<file path="src/rtl/qalu_pkg.sv">
package qalu_pkg;
  typedef enum logic [1:0] {
    OPC_ADD = 2'd0,
    OPC_SUB = 2'd1,
    OPC_AND = 2'd2,
    OPC_XOR = 2'd3
  } opc_t;
endpackage

</file>
<file path="src/rtl/qalu_compute.sv">
module qalu_compute #(
  parameter int WIDTH = 32
) (
  input  logic [1:0]       op,
  input  logic [WIDTH-1:0] a,
  input  logic [WIDTH-1:0] b,
  output logic [WIDTH-1:0] res,
  output logic             flag
);
  import qalu_pkg::*;

  logic [WIDTH:0] wide;

  always_comb begin
    wide = '0;
    res  = '0;
    flag = 1'b0;
    unique case (opc_t'(op))
      OPC_ADD: begin
        wide = {1'b0, a} + {1'b0, b};
        res  = wide[WIDTH-1:0];
        flag = wide[WIDTH];
      end
      OPC_SUB: begin
        wide = {1'b0, a} - {1'b0, b};
        res  = wide[WIDTH-1:0];
        flag = wide[WIDTH];
      end
      OPC_AND: res = a & b;
      OPC_XOR: res = a ^ b;
      default: res = '0;
    endcase
  end
endmodule

</file>
<file path="src/rtl/qalu_fifo.sv">
module qalu_fifo #(
  parameter int EW    = 33,
  parameter int DEPTH = 8,
  localparam int AW = (DEPTH > 1) ? $clog2(DEPTH) : 1,
  localparam int CW = $clog2(DEPTH + 1)
) (
  input  logic          clk,
  input  logic          rst,
  input  logic          push,
  input  logic [EW-1:0] push_data,
  input  logic          pop,
  output logic [EW-1:0] pop_data,
  output logic [CW-1:0] count
);
  logic [EW-1:0] mem [DEPTH];
  logic [AW-1:0] wptr, rptr;
  logic          do_push, do_pop;

  function automatic logic [AW-1:0] nxt(input logic [AW-1:0] p);
    return (p == AW'(DEPTH - 1)) ? '0 : p + 1'b1;
  endfunction

  assign do_pop  = pop && (count != '0);
  assign do_push = push && ((count != CW'(DEPTH)) || do_pop);
  assign pop_data = mem[rptr];

  always_ff @(posedge clk) begin
    if (do_push) mem[wptr] <= push_data;
  end

  always_ff @(posedge clk) begin
    if (rst) begin
      wptr  <= '0;
      rptr  <= '0;
      count <= '0;
    end else begin
      if (do_push) wptr <= nxt(wptr);
      if (do_pop)  rptr <= nxt(rptr);
      case ({do_push, do_pop})
        2'b10:   count <= count + 1'b1;
        2'b01:   count <= count - 1'b1;
        default: count <= count;
      endcase
    end
  end
endmodule

</file>
<file path="src/rtl/queued_alu.sv">
module queued_alu #(
  parameter int WIDTH = 32,
  parameter int DEPTH = 8
) (
  input  logic             clk,
  input  logic             rst,
  input  logic             in_valid,
  output logic             in_ready,
  input  logic [1:0]       in_op,
  input  logic [WIDTH-1:0] in_a,
  input  logic [WIDTH-1:0] in_b,
  output logic             out_valid,
  input  logic             out_ready,
  output logic [WIDTH-1:0] out_result,
  output logic             out_ovf
);
  localparam int EW = WIDTH + 1;
  localparam int CW = $clog2(DEPTH + 1);

  logic [WIDTH-1:0] c_res;
  logic             c_flag;
  logic             stg_v;
  logic [EW-1:0]    stg_d;
  logic [EW-1:0]    q_data;
  logic [CW-1:0]    q_count;
  logic             accept;

  qalu_compute #(.WIDTH(WIDTH)) u_compute (
    .op   (in_op),
    .a    (in_a),
    .b    (in_b),
    .res  (c_res),
    .flag (c_flag)
  );

  // Reserve room for the staged entry so it can always drain.
  assign in_ready = (int'(q_count) + int'(stg_v)) < DEPTH;
  assign accept   = in_valid && in_ready;

  always_ff @(posedge clk) begin
    if (rst) begin
      stg_v <= 1'b0;
      stg_d <= '0;
    end else begin
      stg_v <= accept;
      if (accept) stg_d <= {c_flag, c_res};
    end
  end

  qalu_fifo #(.EW(EW), .DEPTH(DEPTH)) u_fifo (
    .clk       (clk),
    .rst       (rst),
    .push      (stg_v),
    .push_data (stg_d),
    .pop       (out_valid && out_ready),
    .pop_data  (q_data),
    .count     (q_count)
  );

  assign out_valid  = (q_count != '0);
  assign out_result = q_data[WIDTH-1:0];
  assign out_ovf    = q_data[WIDTH];
endmodule

</file>
<file path="config.mk">
export PLATFORM = sky130hd
export DESIGN_NAME = queued_alu
export DESIGN_NICKNAME = d
export VERILOG_FILES = /design/src/rtl/qalu_pkg.sv /design/src/rtl/qalu_compute.sv /design/src/rtl/qalu_fifo.sv /design/src/rtl/queued_alu.sv
export SDC_FILE = /design/constraint.sdc
export NUM_CORES = 1
export LEC_CHECK = 0
export CAP_MARGIN = 10
export CORE_MARGIN = 2
export CORE_UTILIZATION = 30
export CTS_CLUSTER_DIAMETER = 200
export DETAILED_ROUTE_END_ITERATION = 10
export DONT_BUFFER_PORTS = 1
export GPL_TIMING_DRIVEN = 0
export SLEW_MARGIN = 15
export SYNTH_ARGS = -nofsm -noshare
export SYNTH_HDL_FRONTEND = slang
export SYNTH_HIERARCHICAL = 1
export SYNTH_SLANG_ARGS = --single-unit
</file>
<file path="constraint.sdc">
create_clock -name clk -period 6.9 [get_ports clk]
set_input_delay 1.38 -clock clk [delete_from_list [all_inputs] [get_ports clk]]
set_output_delay 1.38 -clock clk [all_outputs]
set_load 0.005 [all_outputs]
</file>
==> results.md, run 1 <==
* Min Tclk post-route at approximately 4400 ps
* First-pass GRT wire length at 66800 um
* Vias in the first global route at 10900
* YS warnings at 6
* Die X at 238 um
* Worst vdd ir at 149 uV
* Tightest Pin Transition at 1020 ps
* # hold bufs at CTS at 0
* CTS Buf Count at 30
* Syn avg cell area at 12.8 um^2
* RSZ-0062 raised after global routing: false
* Crit path max fanout at 8
* Min-Delay Path Class: register to register
* Longest Clk Path Bufs at 3
* Fraction of layout cells with a size suffix above 1 at 16.2%
* Number of enable flip-flop cells after synthesis at 264
* DIE AREA at 56800 um^2
* CP Data Required Time at 7380 ps
* Final wirelength at 44000 um
* Die height at between 200 and 250 um
* Total grt overflow at 0
* Clk root buf: clkbuf_16
* Commonest non-fill, non-tap cells in the layout: edfxtp_1, a21oi_1, nor2_1, nand2b_1, ha_1
* Net count, final at between 1000 and 1500
* Buffers on Ports at 0
* CTS Sinks at 311
* IO Count at about 110
* Syn Nets at 1431
* Final Cycle Share at 64.2%
* Via-per-instance ratio at 5.21
* Initial antenna violation count at 0
* P_leak at approximately 6.5 nW
* DR pass1 iterations at 5
* Routability cong. at 0.919
* Total track usage at 15.3%
* DR DRC count at 0
* Setup Buffers After CTS at 0
* Final setup violation count at 0
* Syn Std Cell Area at about 16000 um^2
* Largest net degree at the start of global routing at 22
* Register bit total from synthesis at 311
* Commonest non-fill, non-tap cell in the layout: edfxtp_1
* Async set-or-reset flop fraction in the synthesized netlist at 0%
* Seq/Total Area, Yosys at 53.9%
* Area after DPL at 17700 um^2
* Initial core utilization at 30.5%
* Starting DRT DRC Count at 926
* Total chip power at ~0.0044 W
* Vias at 10800
* # resized after CTS at 0
* CTS tree: built
* Post-route ant nets at 0
* Clk Latency, worst-skew pair at ~550 ps
* P&R area growth vs syn at 12.7%
* Cell area after layout at between 15000 and 20000 um^2
* Core area at 54000 um^2
* Max Cap Viol at 0
* Critical Path AT at slightly below 5000 ps
* Power Dens Cells at 235 nW/um^2
* Clock slew at reported path FFs at ~60 ps
* Netlist cell types at 86
* Worst setup EP type: register
* Setup Skew at 12.4 ps
* Most used DFF post-synth: edfxtp_1
* Rel. slew slack at 31.9%
* Routed WL per cell at 21.3 um
* H-Tree Depth at 1
* Crit start category: input port
* Final hold vios at 0
* F_max at 226 MHz
* Max Slew Vio Count at 0
* Status: complete, no violations
* Rows at 85
* Type of the worst setup path: input port to register
* DPL Wire Length at 32700 um
* Syn Inst Count at about 1300
==> power by group <==
part           switching (W)  total (W)  internal [W]
sequential         0.0000717    0.00218       0.00211
clock               0.000656    0.00147      0.000815
combinational       0.000411   0.000705      0.000294
==> cell families after synthesis <==
group,count (synthesis),share of synthesized area (%)
AND/OR/NAND/NOR,317,9.90
flip-flops,311,53.9
AO/OA/AOI/OAI,286,11.9
buffers and inverters,145,3.87
multiplexers,145,14.2
adder cells (fa/ha/maj),74,5.76
XOR/XNOR,9,0.479
==> worst paths after layout <==
check | slack (ps) | startpoint | cells after the start | endpoint
max | 2470 | in_b[4] | 14 | stg_d[27]
min | 550 | u_fifo/rptr[2] | 2 | u_fifo/rptr[2]
min reg2reg | 550 | u_fifo/rptr[2] | 2 | u_fifo/rptr[2]
max reg2reg | 3820 | u_fifo/count[3] | 9 | u_fifo/mem[0][21]
==> stage by stage <==
| step | setup WS (ps) | cells | hold WS (ps) | util (%) | setup TNS (ps) |
|---|---|---|---|---|---|
| floorplan | 1380 | 1287 | 495 | - | 0 |
| global placement | -1990 | 1983 | 518 | 32.1 | -94910 |
| detailed placement | 2090 | 2010 | 536 | 32.7 | 0 |
| CTS | 2650 | 2065 | 555 | 34.3 | 0 |
| global route | 2300 | 2065 | 596 | 34.3 | 0 |
| finish | 2470 | 2066 | 555 | 34.3 | 0 |
==> cell usage after synthesis, drive strengths merged, types with 13 or more instances <==
cell    number  area share [%]
inv         69             1.6
o211ai      22             1.0
ha          71             5.4
nor2        96             2.2
nand2       44             1.0
a21oi       97             3.0
a211oi      23             1.1
dfxtp       47             5.7
mux2i       41             2.5
buf         31             1.3
nand2b      84             3.2
mux2        37             2.6
edfxtp     264              48
clkbuf      45             1.0
a21o        15            0.69
nor2b       13            0.54
nor3        28            0.85
mux4        67             9.2
o21ai       40             1.3
o21bai      16            0.73
==> cell type report <==
| cell class | count | area (um^2) |
|---|---|---|
| Antenna cell | 1 | 2.50 |
| Multi-Input combinational cell | 831 | 7000 |
| Sequential cell | 311 | 8870 |
| Tap cell | 696 | 871 |
| Clock buffer | 37 | 798 |
| Buffer | 76 | 378 |
| Inverter | 69 | 259 |
| Clock inverter | 18 | 81.3 |
| Timing Repair Buffer | 27 | 289 |
| Fill cell | 5323 | 35500 |
==> metal layers <==
metal  global-route usage (%)  vias to the layer above  share of wire, %
met3                     3.12                       51               7.1
met4                     3.24                        0               1.5
met1                     20.3                     5351                44
met5                        0                        -                 0
met2                     25.8                      340                48
li1                         -                     5019                 -
==> state kept, by name (all words and copies together) (netlist names), named ones only <==
register	flops
u_fifo/mem	264
stg_v	1
u_fifo/count	4
u_fifo/wptr	3
u_fifo/rptr	3
stg_d	33
==> worst max-delay path, stage by stage <==
cell	delay (ps)
inv_1	20
ha_1	250
buf_2	180
inv_1	80
a2111oi_0	380
a2bb2oi_1	220
a2111oi_0	870
o31ai_1	370
a21oi_1	470
or4_1	180
o211ai_1	70
nor3_1	180
nand2b_1	100
mux2i_1	130
(Power assumes the default switching activity.)
==> run 2: changes to the inputs <==
Clock period 6.9 ns to 3.67 ns, I/O delays scaled along.
==> results.md, run 2 (synthesized netlist as in run 1, its figures left out) <==
* Status: complete, no violations
* Die height at 238 um (unchanged)
* Net count, final at 1484 (-0.40%)
* Setup Skew at 9.03 ps (-3.38 ps)
* Buffers on Ports at 0 (unchanged)
* Placement-stage worst setup slack at -531 ps (-2620 ps)
* Starting DRT DRC Count at 915 (-1.2%)
* Clock slew at reported path FFs at 60 ps (about the same)
* Tightest Pin Transition at 1010 ps (-7.61 ps)
* Core area at 54000 um^2 (unchanged)
* F_max at 279 MHz
* Rel. slew slack at 32.0% (+0.14 points)
* CP Data Required Time at 4150 ps (-3230 ps)
* Max Cap Viol at 0 (unchanged)
* CTS Sinks at 311 (unchanged)
* Final Cycle Share at 97.5%
* H-Tree Depth at 1 (unchanged)
* Final hold vios at 0 (unchanged)
* Worst Hold Depth at 2 (unchanged)
* First-pass GRT wire length at 66200 um (-0.85%)
* Register Area at 8870 um^2 (unchanged)
* Commonest non-fill, non-tap cell in the layout: edfxtp_1
* Initial antenna violation count at 1 (+1)
* Worst vdd ir at 245 uV (+65%)
* Max Slew Vio Count at 0 (unchanged)
* Clk Latency, worst-skew pair at 540 ps (about the same)
* DR pass1 iterations at 5 (unchanged)
* Reg with most FFs: u_fifo/mem
* CTS Buf Count at 30 (unchanged)
* Flop-to-flop setup slack at 710 ps (-3110 ps)
* Total grt overflow at 0 (unchanged)
* Final setup margin at 91.6 ps (-2380 ps)
* DPL Wire Length at 33100 um (+1.2%)
* RSZ-0062 raised after global routing: true
* Rows at 85 (unchanged)
* Vias at 10800 (+0.093%)
* Type of the worst setup path: input port to register
* Final wirelength at 44100 um (+0.21%)
* Min Tclk post-route at 3580 ps
* Max reg flops at 264 (unchanged)
* Reg-to-Reg End: u_fifo/count[3]
* IO Count at 105 (unchanged)
* Final setup violation count at 0 (unchanged)
* Worst setup EP type: register
* Footprint of the multi-input gates at 7040 um^2 (+0.57%)
* Routed WL per cell at 21.4 um (+0.55%)
* Hold Slack at 417 ps (-138 ps)
* Crit start category: input port
* Initial core utilization at 30.5% (unchanged)
* Origin of the critical flop-to-flop path: u_fifo/count[3]
* WHS Endpoint: u_fifo/count[3]
* Longest Clk Path Bufs at 3 (unchanged)
* DIE AREA at 56800 um^2 (unchanged)
* CTS tree: built
* Setup Buffers After CTS at 0 (unchanged)
* Crit path max fanout at 4 (-4)
* Total chip power at 0.00829 W (+90%)
* Min-delay src: rst
* Largest regs: u_fifo/mem: 264 flops, stg_d: 33 flops, u_fifo/count: 4 flops
* Antenna Cells at 0 (-1)
* Largest net degree at the start of global routing at 19 (-14%)
* Min-Delay Path Class: input port to register
* P_leak at 6.53 nW (about the same)
* Routability cong. at 0.941 (+2.3%)
* Commonest non-fill, non-tap cells in the layout: edfxtp_1, a21oi_1, nor2_1, nand2b_1, ha_1
* Total track usage at 15.2% (-0.083 points)
* P&R area growth vs syn at 13.1%
* Filler cells at 5260 (-1.2%)
* Via-per-instance ratio at 5.23 (+0.43%)
* Fraction of layout cells with a size suffix above 1 at 16.6% (+0.36 points)
* Vias in the first global route at 10800 (-1.0%)
* Die X at 238 um (unchanged)
* Clk root buf: clkbuf_16
* Critical Path AT at 4050 ps (-860 ps)
* Post-route ant nets at 0 (unchanged)
* Power Dens Cells at 445 nW/um^2 (+89%)
* Worst Reg-to-Reg Cells at 10 (+1)
* DR DRC count at 0 (unchanged)
run 2: cell types whose count changed in the layout (fill, tap and decap cells not counted), sizes merged:
cell / before / now
buf: 58 / 52
inv: 69 / 70
diode: 1 / 0
bufinv: 0 / 1
clkinvlp: 0 / 2
clkinv: 18 / 17
clkbuf: 82 / 79
run 2: worst max-delay path by stage:
stage | slack (ps) | cells past startpoint | to | start
after global routing | -10 | 13 | stg_d[29] | in_b[1]
final | 90 | 13 | stg_d[29] | in_b[1]
after floorplan | -330 | 4 | u_fifo/mem[2][0] | out_ready
after CTS | 30 | 13 | stg_d[27] | in_b[1]
after global placement | -2650 | 5 | u_fifo/mem[2][22] | u_fifo/count[3]
after detailed placement | -530 | 13 | stg_d[27] | in_b[1]
run 2: final cells by class:
type	instances	area share [%]
clock buffers	34	4.23
clock inverters	21	0.685
plain buffers	76	2.03
well taps	696	4.68
multi-input cells	831	37.8
inverters	69	1.39
flip-flops and latches	311	47.6
repair buffers	21	1.54
run 2: what timing repair did:
item                       4_1_cts  5_1_grt
resized for setup                0        5
hold buffers                     0        0
setup endpoints to repair        0        6
run 2: critical path, cell delays in order:
cell	delay, ps
inv_1	50
ha_1	300
nor2b_1	170
o31ai_2	390
a21oi_1	290
a211o_1	380
a31oi_2	270
o21ai_1	230
o31ai_1	530
xor2_1	130
a221oi_1	360
nand2b_1	90
mux2i_1	130
run 2: per-stage QoR:
step,instances,utilization [%],setup TNS [ps],instance area (um^2)
final,2059,34.5,0,18600
after global routing,2059,34.5,-9.78,18600
after CTS,2059,34.4,0,18600
after floorplan,1287,-,-33100,16500
after detailed placement,2004,32.7,-3820,17700
after global placement,1983,32.1,-439980,17300
run 2: routing by layer:
metal	share of wire, %	up-vias	track usage, %
met5	0.029	-	0
met4	1.6	2	3.20
met3	6.2	47	2.45
met2	48	355	25.6
met1	44	5361	20.6
li1	-	5006	-
run 2: report_power, final:
group / internal [W] / leakage [nW] / switching (W) / total [W]
combinational: 0.000554 / 3.25 / 0.000783 / 0.00134
sequential: 0.00397 / 2.82 / 0.000138 / 0.00410
clock: 0.00160 / 0.455 / 0.00124 / 0.00284
total: 0.00612 / 6.53 / 0.00216 / 0.00829
==> run 3: changes to the inputs <==
Settings changed: CELL_PAD_IN_SITES_DETAIL_PLACEMENT from default to 1, CELL_PAD_IN_SITES_GLOBAL_PLACEMENT from default to 2, PLACE_DENSITY_LB_ADDON from default to 0.1.
==> results.md, run 3 (synthesized netlist as in run 1, its figures left out) <==
* CP Data Required Time at 4150 ps (about the same)
* # hold bufs at CTS at 0 (unchanged)
* H-Tree Depth at 1 (unchanged)
* Longest Clk Path Bufs at 3 (unchanged)
* Min-Delay Path Class: input port to register
* Final Cycle Share at 95.4% (-2.1 points)
* Final setup violation count at 0 (unchanged)
* F_max at 286 MHz (+2.2%)
* Min Tclk post-route at 3500 ps (-78.6 ps)
* Largest net degree at the start of global routing at 20 (+1)
* Origin of the critical flop-to-flop path: u_fifo/count[3]
* Vias at 10700 (-0.78%)
* Rel. slew slack at 28.5% (-3.5 points)
* Total track usage at 17.3% (+2.1 points)
* Crit path max fanout at 6 (+2)
* IO Count at 105 (unchanged)
* Initial antenna violation count at 0 (-1)
* Post-route insts no fill at 2063 (+0.19%)
* Die height at 238 um (unchanged)
* Critical path depth in cells at 14 (+1)
* Commonest non-fill, non-tap cells in the layout: edfxtp_1, a21oi_1, nor2_1, nand2b_1, ha_1
* Via-per-instance ratio at 5.18 (-0.97%)
* Fraction of layout cells with a size suffix above 1 at 17.5% (+0.92 points)
* Largest regs: u_fifo/mem: 264 flops, stg_d: 33 flops, u_fifo/count: 4 flops
* Buffers on Ports at 0 (unchanged)
* P&R area growth vs syn at 14.0%
* CTS Buf Count at 30 (unchanged)
* Die X at 238 um (unchanged)
* CTS Sinks at 311 (unchanged)
* DR pass1 iterations at 5 (unchanged)
* Clk Latency, worst-skew pair at 560 ps (+20 ps)
* First-pass GRT wire length at 74300 um (+12%)
* Min-delay src: rst
* WL met1 at 22600 um (+16%)
* Reg with most FFs: u_fifo/mem
* Total chip power at 0.00854 W (+3.1%)
* Setup Buffers After CTS at 0 (unchanged)
* DIE AREA at 56800 um^2 (unchanged)
* CTS tree: built
* Worst Reg-to-Reg Cells at 9 (-1)
* Initial core utilization at 30.5% (unchanged)
* Crit path buf inv count at 1 (unchanged)
* Worst setup EP type: register
* Power Dens Cells at 455 nW/um^2 (+2.2%)
* Routed WL per cell at 23.8 um (+11%)
* Met3 Wirelength at 1360 um (-51%)
* Crit path max-delay family: compound AO/OA/AOI/OAI gates
* Post-route ant nets at 0 (unchanged)
* Length of routed met2 wiring at 24500 um (+16%)
* Highest Signal Layer: met4
* Critical Path AT at 3980 ps (-70 ps)
* Commonest non-fill, non-tap cell in the layout: edfxtp_1
* Max Slew Vio Count at 0 (unchanged)
* DPL Wire Length at 36900 um (+11%)
* Max reg flops at 264 (unchanged)
* Clk root buf: clkbuf_16
* Starting DRT DRC Count at 534 (-42%)
* CP endpoint: stg_d[24]
* Type of the worst setup path: input port to register
* Setup Skew at 15.8 ps (+6.78 ps)
* Worst path max stage delay at 500 ps (-30 ps)
* Core area at 54000 um^2 (unchanged)
* RSZ-0062 raised after global routing: false
* Crit-path slowest cell: or4_1
* Status: complete, no violations
* Routability cong. at 0.794 (-16%)
* Worst vdd ir at 303 uV (+24%)
* Final wirelength at 49100 um (+11%)
* Placed cell count at 2008 (+0.20%)
* Net count, final at 1488 (+0.27%)
* Vias in the first global route at 11600 (+7.6%)
* Flop-to-flop setup slack at 640 ps (-70 ps)
* CP startpoint: in_a[0]
* Tightest Pin Transition at 1060 ps (+52.1 ps)
* Rows at 85 (unchanged)
* Crit path cell chain: ha_1, inv_1, fa_1, nor2_1, o311ai_2, a211oi_2, o21ai_1, o31ai_1, a21oi_1, or4_1, o211ai_1, a311o_1, nand2b_1, mux2i_1
* Crit start category: input port
* Max Cap Viol at 0 (unchanged)
* Clock slew at reported path FFs at 60 ps (about the same)
* Final hold vios at 0 (unchanged)
* Total grt overflow at 0 (unchanged)
* DR DRC count at 0 (unchanged)
* P_leak at 6.59 nW (+0.94%)
* Reg-to-Reg End: u_fifo/mem[2][30]
-- run 3: cell types whose count changed in the layout (fill, tap and decap cells not counted), moves of 2 or more --
cell / before / now
a2111oi_1: 3 / 1
buf_12: 3 / 6
buf_16: 4 / 2
clkinv_2: 10 / 6
a2111oi_2: 1 / 4
clkbuf_8: 0 / 5
buf_4: 11 / 13
clkinv_1: 7 / 4
clkbuf_16: 31 / 33
a21oi_2: 1 / 3
a21oi_1: 96 / 94
-- run 3: worst min path at each step --
stage | to | slack, ps | cells after the start
6_report | u_fifo/count[3] | 420 | 2
5_1_grt | u_fifo/count[3] | 430 | 2
4_1_cts | u_fifo/count[3] | 370 | 2
3_5_place_dp | u_fifo/rptr[1] | 550 | 2
3_3_place_gp | u_fifo/rptr[1] | 540 | 2
2_1_floorplan | register | 490 | 2
-- run 3: area by class of cell --
cell class / instances / area (um^2)
Clock inverter: 12 / 80.1
Timing Repair Buffer: 25 / 318
Sequential cell: 311 / 8870
Fill cell: 5735 / 35300
Buffer: 76 / 378
Clock buffer: 42 / 910
Inverter: 69 / 259
Multi-Input combinational cell: 831 / 7090
Tap cell: 696 / 871
Antenna cell: 1 / 2.50
-- run 3: per-stage QoR --
stage	hold slack (ps)	worst slack [ps]	util (%)	area [um^2]	TNS, ps
6_report	418	170	34.7	18800	0
3_5_place_dp	549	-767	32.8	17700	-8500
3_3_place_gp	535	-3270	32.1	17300	-570600
2_1_floorplan	495	-334	-	16500	-33100
5_1_grt	431	3.74	34.7	18800	0
4_1_cts	374	0.280	34.6	18700	0
-- run 3: timing repair --
action / in CTS / in global routing
setup endpoints to repair: 4 / 9
cloned: 0 / 0
hold endpoints to repair: 0 / 0
resized for setup: 3 / 11
-- run 3: report_power, final --
group	internal, W	switching, W
clock network	0.00179	0.00127
logic	0.000563	0.000817
registers	0.00397	0.000136
total	0.00631	0.00222
-- run 3: per-layer routing --
layer | GRT usage (%) | vias up
met5 | 0 | -
met4 | 3.52 | 0
met3 | 1.65 | 42
met2 | 30.8 | 130
met1 | 22.8 | 5509
li1 | - | 5006
